### config.mk
export PLATFORM = sky130hd
export DESIGN_NAME = pcm_slot_port
export DESIGN_NICKNAME = d
export VERILOG_FILES = /design/src/rtl/pcm_pkg.sv /design/src/rtl/pcm_frame_timer.sv /design/src/rtl/pcm_slot_decode.sv /design/src/rtl/pcm_rx_shift.sv /design/src/rtl/pcm_slot_port.sv
export SDC_FILE = /design/constraint.sdc
export NUM_CORES = 1
export LEC_CHECK = 0
export ABC_AREA = 1
export BUFFER_PORTS_ARGS = -buffer_cell sky130_fd_sc_hd__buf_2
export CAP_MARGIN = 15
export CORE_ASPECT_RATIO = 1.2
export CORE_MARGIN = 2
export CORE_UTILIZATION = 50
export DETAILED_ROUTE_END_ITERATION = 8
export PLACE_DENSITY = 0.76
export SKIP_CTS_REPAIR_TIMING = 1
export SYNTH_ARGS = -nofsm -noshare
export SYNTH_HDL_FRONTEND = slang
export SYNTH_SLANG_ARGS = --single-unit
### constraint.sdc
create_clock -name clk -period 9.66 [get_ports clk]
set_input_delay 2.898 -clock clk [delete_from_list [all_inputs] [get_ports clk]]
set_output_delay 2.898 -clock clk [all_outputs]
set_load 0.02 [all_outputs]
### src/rtl/pcm_pkg.sv
// Shared types of the PCM slot port.
// Assumes: one byte per slot, bit index 0 is the MSB position on the line.
package pcm_pkg;

    typedef struct packed {
        logic       act;   // this bit clock lies inside the direction's slot
        logic [2:0] bidx;  // bit position within the slot, 0 = first (MSB)
    } slot_pos_t;

endpackage

### src/rtl/pcm_frame_timer.sv
// Frame timer: detects the rising edge of the frame sync and counts bit
// clocks from it. The count saturates at FMAX, which also serves as the
// idle value after reset.
// Assumes: fsync is synchronous to clk.
module pcm_frame_timer #(
    parameter int SLOTS = 32,
    parameter int FCW   = $clog2(8*SLOTS+9)
) (
    input  logic           clk,
    input  logic           rst_n,
    input  logic           fsync,
    output logic           frame_start,
    output logic [FCW-1:0] fcnt
);
    localparam logic [FCW-1:0] FMAX = FCW'(8*SLOTS+8);

    logic fs_q;

    // Remember the previous fsync sample for edge detection.
    always_ff @(posedge clk) begin
        if (!rst_n) fs_q <= 1'b0;
        else        fs_q <= fsync;
    end

    assign frame_start = fsync & ~fs_q;

    // Bit counter: cleared on a frame-start edge, saturating otherwise.
    always_ff @(posedge clk) begin
        if (!rst_n)            fcnt <= FMAX;
        else if (frame_start)  fcnt <= '0;
        else if (fcnt != FMAX) fcnt <= fcnt + 1'b1;
    end
endmodule

### src/rtl/pcm_slot_decode.sv
// Slot decoder for one direction. It subtracts the direction's delay from
// the frame count and reports whether the current bit clock falls in the
// selected slot, and at which bit.
// Assumes: slot numbers of SLOTS or more mean the direction is off.
module pcm_slot_decode
    import pcm_pkg::*;
#(
    parameter int SLOTS = 32,
    parameter int FCW   = $clog2(8*SLOTS+9),
    parameter int SEL_W = $clog2(SLOTS)+1
) (
    input  logic [FCW-1:0]   fcnt,
    input  logic [SEL_W-1:0] slot,
    input  logic [2:0]       ofs,
    output slot_pos_t        pos
);
    localparam int FBITS = 8*SLOTS;

    logic [FCW-1:0] rel;
    logic           in_frame;
    logic           slot_ok;

    // Position relative to this direction's delayed frame start.
    always_comb begin
        rel      = fcnt - FCW'(ofs);
        in_frame = (fcnt >= FCW'(ofs)) && (rel < FCW'(FBITS));
        slot_ok  = int'(slot) < SLOTS;
        pos.act  = in_frame && slot_ok && (int'(rel[FCW-1:3]) == int'(slot));
        pos.bidx = rel[2:0];
    end
endmodule

### src/rtl/pcm_rx_shift.sv
// Receive shifter. It samples the line on the falling clock edge, shifts the
// sample in on the next rising edge while in the slot, and emits the byte
// with a one-cycle valid pulse after the eighth bit.
// Assumes: pos describes the bit clock period that has just ended.
module pcm_rx_shift
    import pcm_pkg::*;
(
    input  logic       clk,
    input  logic       rst_n,
    input  logic       rx_sd,
    input  slot_pos_t  pos,
    output logic [7:0] rx_byte,
    output logic       rx_valid
);
    logic       rx_smp;
    logic [6:0] shreg;

    // Mid-bit sample on the falling edge.
    always_ff @(negedge clk) begin
        if (!rst_n) rx_smp <= 1'b0;
        else        rx_smp <= rx_sd;
    end

    // Assemble the byte MSB first and pulse valid on its last bit.
    always_ff @(posedge clk) begin
        if (!rst_n) begin
            shreg    <= '0;
            rx_byte  <= '0;
            rx_valid <= 1'b0;
        end else begin
            rx_valid <= 1'b0;
            if (pos.act) begin
                shreg <= {shreg[5:0], rx_smp};
                if (pos.bidx == 3'd7) begin
                    rx_byte  <= {shreg, rx_smp};
                    rx_valid <= 1'b1;
                end
            end
        end
    end
endmodule

### src/rtl/pcm_slot_port.sv
// PCM time-slot serial port: one transmit and one receive byte per frame in
// programmable slots, each direction with its own 0..7 bit-clock delay.
// Assumes: clk is the bit clock; fsync, slot and offset inputs are
// synchronous to it; slot and offset settings stay stable within a frame.
module pcm_slot_port
    import pcm_pkg::*;
#(
    parameter  int SLOTS = 32,
    localparam int SEL_W = $clog2(SLOTS)+1,
    localparam int FCW   = $clog2(8*SLOTS+9)
) (
    input  logic             clk,
    input  logic             rst_n,
    input  logic             fsync,
    input  logic             rx_sd,
    input  logic [7:0]       tx_byte,
    input  logic [SEL_W-1:0] tx_slot,
    input  logic [SEL_W-1:0] rx_slot,
    input  logic [2:0]       tx_ofs,
    input  logic [2:0]       rx_ofs,
    output logic             tx_sd,
    output logic             tx_oe,
    output logic             slot_en_n,
    output logic [7:0]       rx_byte,
    output logic             rx_valid
);
    logic           frame_start;
    logic [FCW-1:0] fcnt;
    slot_pos_t      txp;
    slot_pos_t      rxp;
    logic [7:0]     tx_hold;

    pcm_frame_timer #(.SLOTS(SLOTS), .FCW(FCW)) u_timer (
        .clk         (clk),
        .rst_n       (rst_n),
        .fsync       (fsync),
        .frame_start (frame_start),
        .fcnt        (fcnt)
    );

    pcm_slot_decode #(.SLOTS(SLOTS), .FCW(FCW), .SEL_W(SEL_W)) u_tx_dec (
        .fcnt (fcnt),
        .slot (tx_slot),
        .ofs  (tx_ofs),
        .pos  (txp)
    );

    pcm_slot_decode #(.SLOTS(SLOTS), .FCW(FCW), .SEL_W(SEL_W)) u_rx_dec (
        .fcnt (fcnt),
        .slot (rx_slot),
        .ofs  (rx_ofs),
        .pos  (rxp)
    );

    pcm_rx_shift u_rx (
        .clk      (clk),
        .rst_n    (rst_n),
        .rx_sd    (rx_sd),
        .pos      (rxp),
        .rx_byte  (rx_byte),
        .rx_valid (rx_valid)
    );

    // Capture the outgoing byte at the frame-start edge.
    always_ff @(posedge clk) begin
        if (!rst_n)           tx_hold <= '0;
        else if (frame_start) tx_hold <= tx_byte;
    end

    // Line drive follows the registered frame count, so it changes on the rising edge.
    always_comb begin
        tx_oe     = txp.act;
        slot_en_n = ~txp.act;
        tx_sd     = txp.act & tx_hold[3'd7 - txp.bidx];
    end
endmodule

# [Word level (Yosys, flattened, before mapping)]
# Index checks and enable logic that the tools add are counted.
[totals] regBits=35 input_bits=30 output_inout_bits=12 wordCells=43
[classes] n_addsub=4 magnitude_cmp=7 eq_ne=4 mux=5 bitwise_logic=5 reduce_logical=10
[op_table] op=">= comparator 9 x 3 -> 1 bit" n=2
[op_table] op="less-than comparator 9 bit (second input constant)" n=2
[op_table] op="two-way mux 9 bit" n=2
[op_table] op="subtractor 9 x 3 -> 9 bit" n=2
[op_table] op="equality test 6 bit" n=2
[op_table] op="less-than comparator 6 bit (second input constant)" n=2
[op_table] op="adder 9 x 1 -> 9 bit (second input constant)" n=1
[op_table] op="inequality test 9 bit (second input constant)" n=1
[op_table] op="logical AND 1 bit" n=6
[op_table] op="less-than comparator 3 x 4 -> 1 bit (second input constant)" n=1
[op_table] op="AND reduction 2 bit" n=2
[op_table] op="binary-select mux 1 bit (select 3 bit)" n=1
[op_table] op="equality test 3 bit (second input constant)" n=1
[op_table] op="NOT 1 bit" n=3
[op_table] op="subtractor 3 bit (first input constant)" n=1
[op_table] op="AND 1 bit" n=2
[op_table] op="two-way mux 1 bit" n=2
[op_table] op="nonzero test 2 bit" n=1
[op_table] op="OR reduction 2 bit" n=1

# [Depth between registers and ports, before layout]
[depth] ltp_word=6 depth_mapped=17

# [Modules after synthesis]
# Synthesis repeated with hierarchy kept, for this count alone.
[unflattened] cells_unflattened=384 hier_area_um2=2352.3
[modules_own_cells] module="pcm_slot_decode" instances=2 cells_per_inst=79 area_per_inst_um2=396.6 seq_area_each_um2=0.0
[modules_own_cells] module="pcm_rx_shift" instances=1 cells_per_inst=81 area_per_inst_um2=621.8 seq_area_each_um2=340.3
[modules_own_cells] module="pcm_frame_timer" instances=1 cells_per_inst=91 area_per_inst_um2=574.3 seq_area_each_um2=200.2
[modules_own_cells] module="pcm_slot_port" instances=1 cells_per_inst=54 area_per_inst_um2=362.8 seq_area_each_um2=160.2

==> impl_results.html <==
<table>
<tr><th>Metric</th><th>Value</th></tr>
<tr><th colspan="2">Drt</th></tr>
<tr><td>Antenna Violating Nets Remaining</td><td>0</td></tr>
<tr><td>Number of remaining DRC errors</td><td>0</td></tr>
<tr><td>Initial DRC count</td><td>138</td></tr>
<tr><td>Overall via count from detail_route</td><td>2113</td></tr>
<tr><td>Met2 Wirelength</td><td>2390 um</td></tr>
<tr><td>Max Used Layer</td><td>met4</td></tr>
<tr><td>TritonRoute pass-1 iters</td><td>4</td></tr>
<tr><td>M1 wire length</td><td>2060 um</td></tr>
<tr><td>Final Routed Wirelength</td><td>4760 um</td></tr>
<tr><td>Detail-routed via count per cell</td><td>5.02</td></tr>
<tr><td>Average detailed-routed wire length per instance</td><td>11.3 um</td></tr>
<tr><td>Routed met3 length</td><td>239 um</td></tr>
<tr><th colspan="2">Global routing</th></tr>
<tr><td>Initial antenna violation count</td><td>0</td></tr>
<tr><td>Vias in the first global route</td><td>1924</td></tr>
<tr><td>Global routing usage summed across all routing layers</td><td>0.204</td></tr>
<tr><td>Pin count of the biggest net entering global routing</td><td>36</td></tr>
<tr><td>Total grt overflow</td><td>0</td></tr>
<tr><td>Global-route wire length before repair</td><td>8100 um</td></tr>
<tr><th colspan="2">STA</th></tr>
<tr><td>Final number of hold-violating endpoints</td><td>0</td></tr>
<tr><td>Total setup violations reported at the end of the flow</td><td>0</td></tr>
<tr><td>Number of slew-limit violations in the final report</td><td>0</td></tr>
<tr><td>Final setup slack of the worst path</td><td>1630 ps</td></tr>
<tr><td>Headroom to the max-slew limit</td><td>0.434</td></tr>
<tr><td>Post-route setup TNS</td><td>0 ps</td></tr>
<tr><td>Skew final</td><td>52.3 ps</td></tr>
<tr><td>Transition time at the pin with the least slew margin</td><td>846 ps</td></tr>
<tr><td>Unrepaired setup endpoints after global routing</td><td>false</td></tr>
<tr><th colspan="2">Clocking</th></tr>
<tr><td>Worst skew pair latency</td><td>340 ps</td></tr>
<tr><td>Number of buffers added by the clock tree synthesis step</td><td>5</td></tr>
<tr><td>TritonCTS clock tree</td><td>done</td></tr>
<tr><td>Clock input transition at the sequential cells of the worst setup and hold paths</td><td>70 ps</td></tr>
<tr><td>Maximum buffer depth of the clock tree</td><td>2</td></tr>
<tr><td>Clock sink count</td><td>35</td></tr>
<tr><td>Maximum level of the CTS H-tree</td><td>2</td></tr>
<tr><td>Clock Root Buffer</td><td>sky130_fd_sc_hd__clkbuf_8</td></tr>
<tr><th colspan="2">Critical path</th></tr>
<tr><td>Cell-by-cell trace of the critical path</td><td>buf_2, nand2_1, inv_1</td></tr>
<tr><td>CP Buf/Inv Count</td><td>2</td></tr>
<tr><td>Startpoint type of the worst setup path</td><td>input pin</td></tr>
<tr><td>Worst path required time</td><td>5120 ps</td></tr>
<tr><td>Kind of critical path</td><td>input pin to flop</td></tr>
<tr><td>CP arrival</td><td>3490 ps</td></tr>
<tr><td>Cell with the biggest individual delay on the critical path</td><td>sky130_fd_sc_hd__buf_2</td></tr>
<tr><td>Category of the worst setup path capture point</td><td>flop</td></tr>
<tr><td>Minimum setup slack among reg-to-reg paths</td><td>4200 ps</td></tr>
<tr><td>Highest fanout seen on the critical path</td><td>35</td></tr>
<tr><td>Family with the most delay on the worst path</td><td>buffers and inverters</td></tr>
<tr><td>Crit path largest cell delay</td><td>420 ps</td></tr>
<tr><th colspan="2">Die</th></tr>
<tr><td>Ports placed on the boundary</td><td>42</td></tr>
<tr><td>DIE AREA</td><td>5010 um2</td></tr>
<tr><td>Core Rows</td><td>26</td></tr>
<tr><td>Die Height</td><td>77.1 um</td></tr>
<tr><td>Initial core utilization</td><td>0.523</td></tr>
<tr><td>Floorplan die width</td><td>64.9 um</td></tr>
<tr><td>Area of the placeable core</td><td>4260 um2</td></tr>
<tr><th colspan="2">Layout</th></tr>
<tr><td>Area of the multi-input gates</td><td>1290 um2</td></tr>
<tr><td>Proportion of layout cells with a drive suffix above 1</td><td>0.205</td></tr>
<tr><td>Sequential cell area in the final layout</td><td>701 um2</td></tr>
<tr><td>Filler cell count</td><td>444</td></tr>
<tr><td>Antenna diode instance count</td><td>0</td></tr>
<tr><td>P&amp;R area growth vs syn</td><td>13.4%</td></tr>
<tr><td>Net count, final</td><td>404</td></tr>
<tr><th colspan="2">Power</th></tr>
<tr><td>LEAKAGE</td><td>0.00126 uW</td></tr>
<tr><td>Largest vdd supply drop</td><td>0.114 mV</td></tr>
<tr><td>Total power divided by cell area</td><td>131 nW/um2</td></tr>
<tr><th colspan="2">Status</th></tr>
<tr><td>Outcome</td><td>finished clean</td></tr>
<tr><th colspan="2">Placement</th></tr>
<tr><td>RePlAce Congestion</td><td>0.965</td></tr>
<tr><td>Worst slack at placement</td><td>1290 ps</td></tr>
<tr><td>Count of buffers inserted at the top-level ports</td><td>41</td></tr>
<tr><td>DP Wirelength</td><td>3690 um</td></tr>
<tr><th colspan="2">Synthesis</th></tr>
<tr><td>Main flop type after synthesis</td><td>sky130_fd_sc_hd__dfxtp_1</td></tr>
<tr><td>Netlist Area Pre-Place</td><td>2230 um2</td></tr>
<tr><td>Count of cell types in the netlist</td><td>30</td></tr>
<tr><td>Async S/R FF share, synth</td><td>0</td></tr>
<tr><td>Count of flip-flops with a built-in enable after synthesis</td><td>0</td></tr>
<tr><td>Cell count after synthesis</td><td>325</td></tr>
<tr><td>#FFs+latches synth</td><td>35</td></tr>
<tr><td>Syn nets</td><td>365</td></tr>
<tr><td>YS warnings</td><td>0</td></tr>
<tr><td>Part of the Yosys area used for sequential elements</td><td>0.315</td></tr>
<tr><td>Average instance area after synthesis</td><td>6.85 um2</td></tr>
<tr><th colspan="2">Min path</th></tr>
<tr><td>Hold/Removal Path Class</td><td>flop to flop</td></tr>
<tr><th colspan="2">Job</th></tr>
<tr><td>Count of max-cap constraint violations</td><td>0</td></tr>
</table>
-- synth_stat cells (2+ instances only) --
cell	n	area [um2]
sky130_fd_sc_hd__buf_6	3	33.8
sky130_fd_sc_hd__xor2_1	10	87.6
sky130_fd_sc_hd__nor2_1	58	218
sky130_fd_sc_hd__xnor2_1	3	26.3
sky130_fd_sc_hd__clkinv_1	3	11.3
sky130_fd_sc_hd__fa_1	2	40.0
sky130_fd_sc_hd__o21ai_0	23	115
sky130_fd_sc_hd__dfxtp_1	35	701
sky130_fd_sc_hd__a21oi_1	12	60.1
sky130_fd_sc_hd__o21ai_1	6	30.0
sky130_fd_sc_hd__nor2_4	6	67.6
sky130_fd_sc_hd__nor2_2	5	31.3
sky130_fd_sc_hd__inv_2	5	18.8
sky130_fd_sc_hd__nand3_2	3	30.0
sky130_fd_sc_hd__ha_1	8	100
sky130_fd_sc_hd__nand2_1	50	188
sky130_fd_sc_hd__nand4_1	10	62.6
sky130_fd_sc_hd__clkbuf_1	5	18.8
sky130_fd_sc_hd__inv_1	39	146
sky130_fd_sc_hd__nand2_2	4	25.0
sky130_fd_sc_hd__nor3_1	4	20.0
sky130_fd_sc_hd__nand3_1	23	115
-- flip-flops by register name (all words and copies together) (netlist names) --
| name | flops |
|---|---|
| u_timer.fcnt | 9 |
| u_rx.rx_byte | 8 |
| tx_hold | 8 |
| u_rx.rx_valid | 1 |
| u_timer.fs_q | 1 |
| u_rx.rx_smp | 1 |
| u_rx.shreg | 7 |
-- stage by stage --
stage | cell area (um2) | hold WS, ps | util | power [uW] | instances
after floorplan | 2230 | 454 | - | 213 | 325
after global placement | 2440 | 460 | 0.573 | 231 | 413
after detailed placement | 2440 | 459 | 0.573 | 232 | 413
after CTS | 2530 | 472 | 0.593 | 334 | 421
after global routing | 2530 | 497 | 0.593 | 350 | 421
final | 2530 | 467 | 0.593 | 331 | 421
-- worst reg2reg max path, delay by kind of cell, from the launching register on --
family / cells / cell delay (ps)
AOI/OAI and AO/OA: 1 / 130
DFF: 1 / 300
and+or+nand+nor: 1 / 50
-- report_power, final --
group          internal, uW  total, uW  switching, uW
registers               149        154           5.08
logic                  27.8       73.6           45.8
clock network          49.8        103           53.2
total                   227        331            104
-- final timing paths --
| path | startpoint | to | cells after the start |
|---|---|---|---|
| setup / recovery | rst_n | u_rx.rx_smp$_SDFF_NN0_ | 3 |
| hold / removal | u_rx.rx_byte[0]$_SDFFE_PN0P_ | u_rx.rx_byte[0]$_SDFFE_PN0P_ | 2 |
| setup reg to reg | u_rx.rx_smp$_SDFF_NN0_ | u_rx.shreg[0]$_SDFFE_PN0P_ | 2 |
| hold reg to reg | u_rx.rx_byte[0]$_SDFFE_PN0P_ | u_rx.rx_byte[0]$_SDFFE_PN0P_ | 2 |
-- layer usage --
layer,up-vias,GRT usage
li1,1116,-
met1,938,0.245
met2,53,0.351
met3,6,0.0411
met4,0,0.0830
met5,-,0
-- cells by family (layout without fill, tap and decap cells) --
kind of cell | after synthesis | count (layout) | synth area share
and+or+nand+nor | 167 | 167 | 0.359
buffers and inverters | 56 | 96 | 0.106
AOI/OAI and AO/OA | 44 | 44 | 0.106
DFF | 35 | 35 | 0.315
xor gates and xnor gates | 13 | 13 | 0.0511
adders and majority gates | 10 | 10 | 0.0629
-- cells in the final DEF (no fill, tap or decap), drive strengths merged --
cell	instances
fa	2
xor2	10
dfxtp	35
inv	44
nand4	10
ha	8
nand3b	1
nor3	4
clkinv	6
clkbuf	5
nor4	1
nor2	69
a21oi	12
a221oi	1
o21ai	30
nand2	55
xnor2	3
buf	41
a31oi	1
nand3	27
-- area by class of cell --
type,count,share of cell area
clock buffers,5,0.0272
clock inverters,4,0.00743
inverters,46,0.0684
multi-input cells,234,0.511
flip-flops and latches,35,0.277
well taps,56,0.0277
repair buffers,41,0.0812
Note: power is estimated with default switching activity, not from simulation.
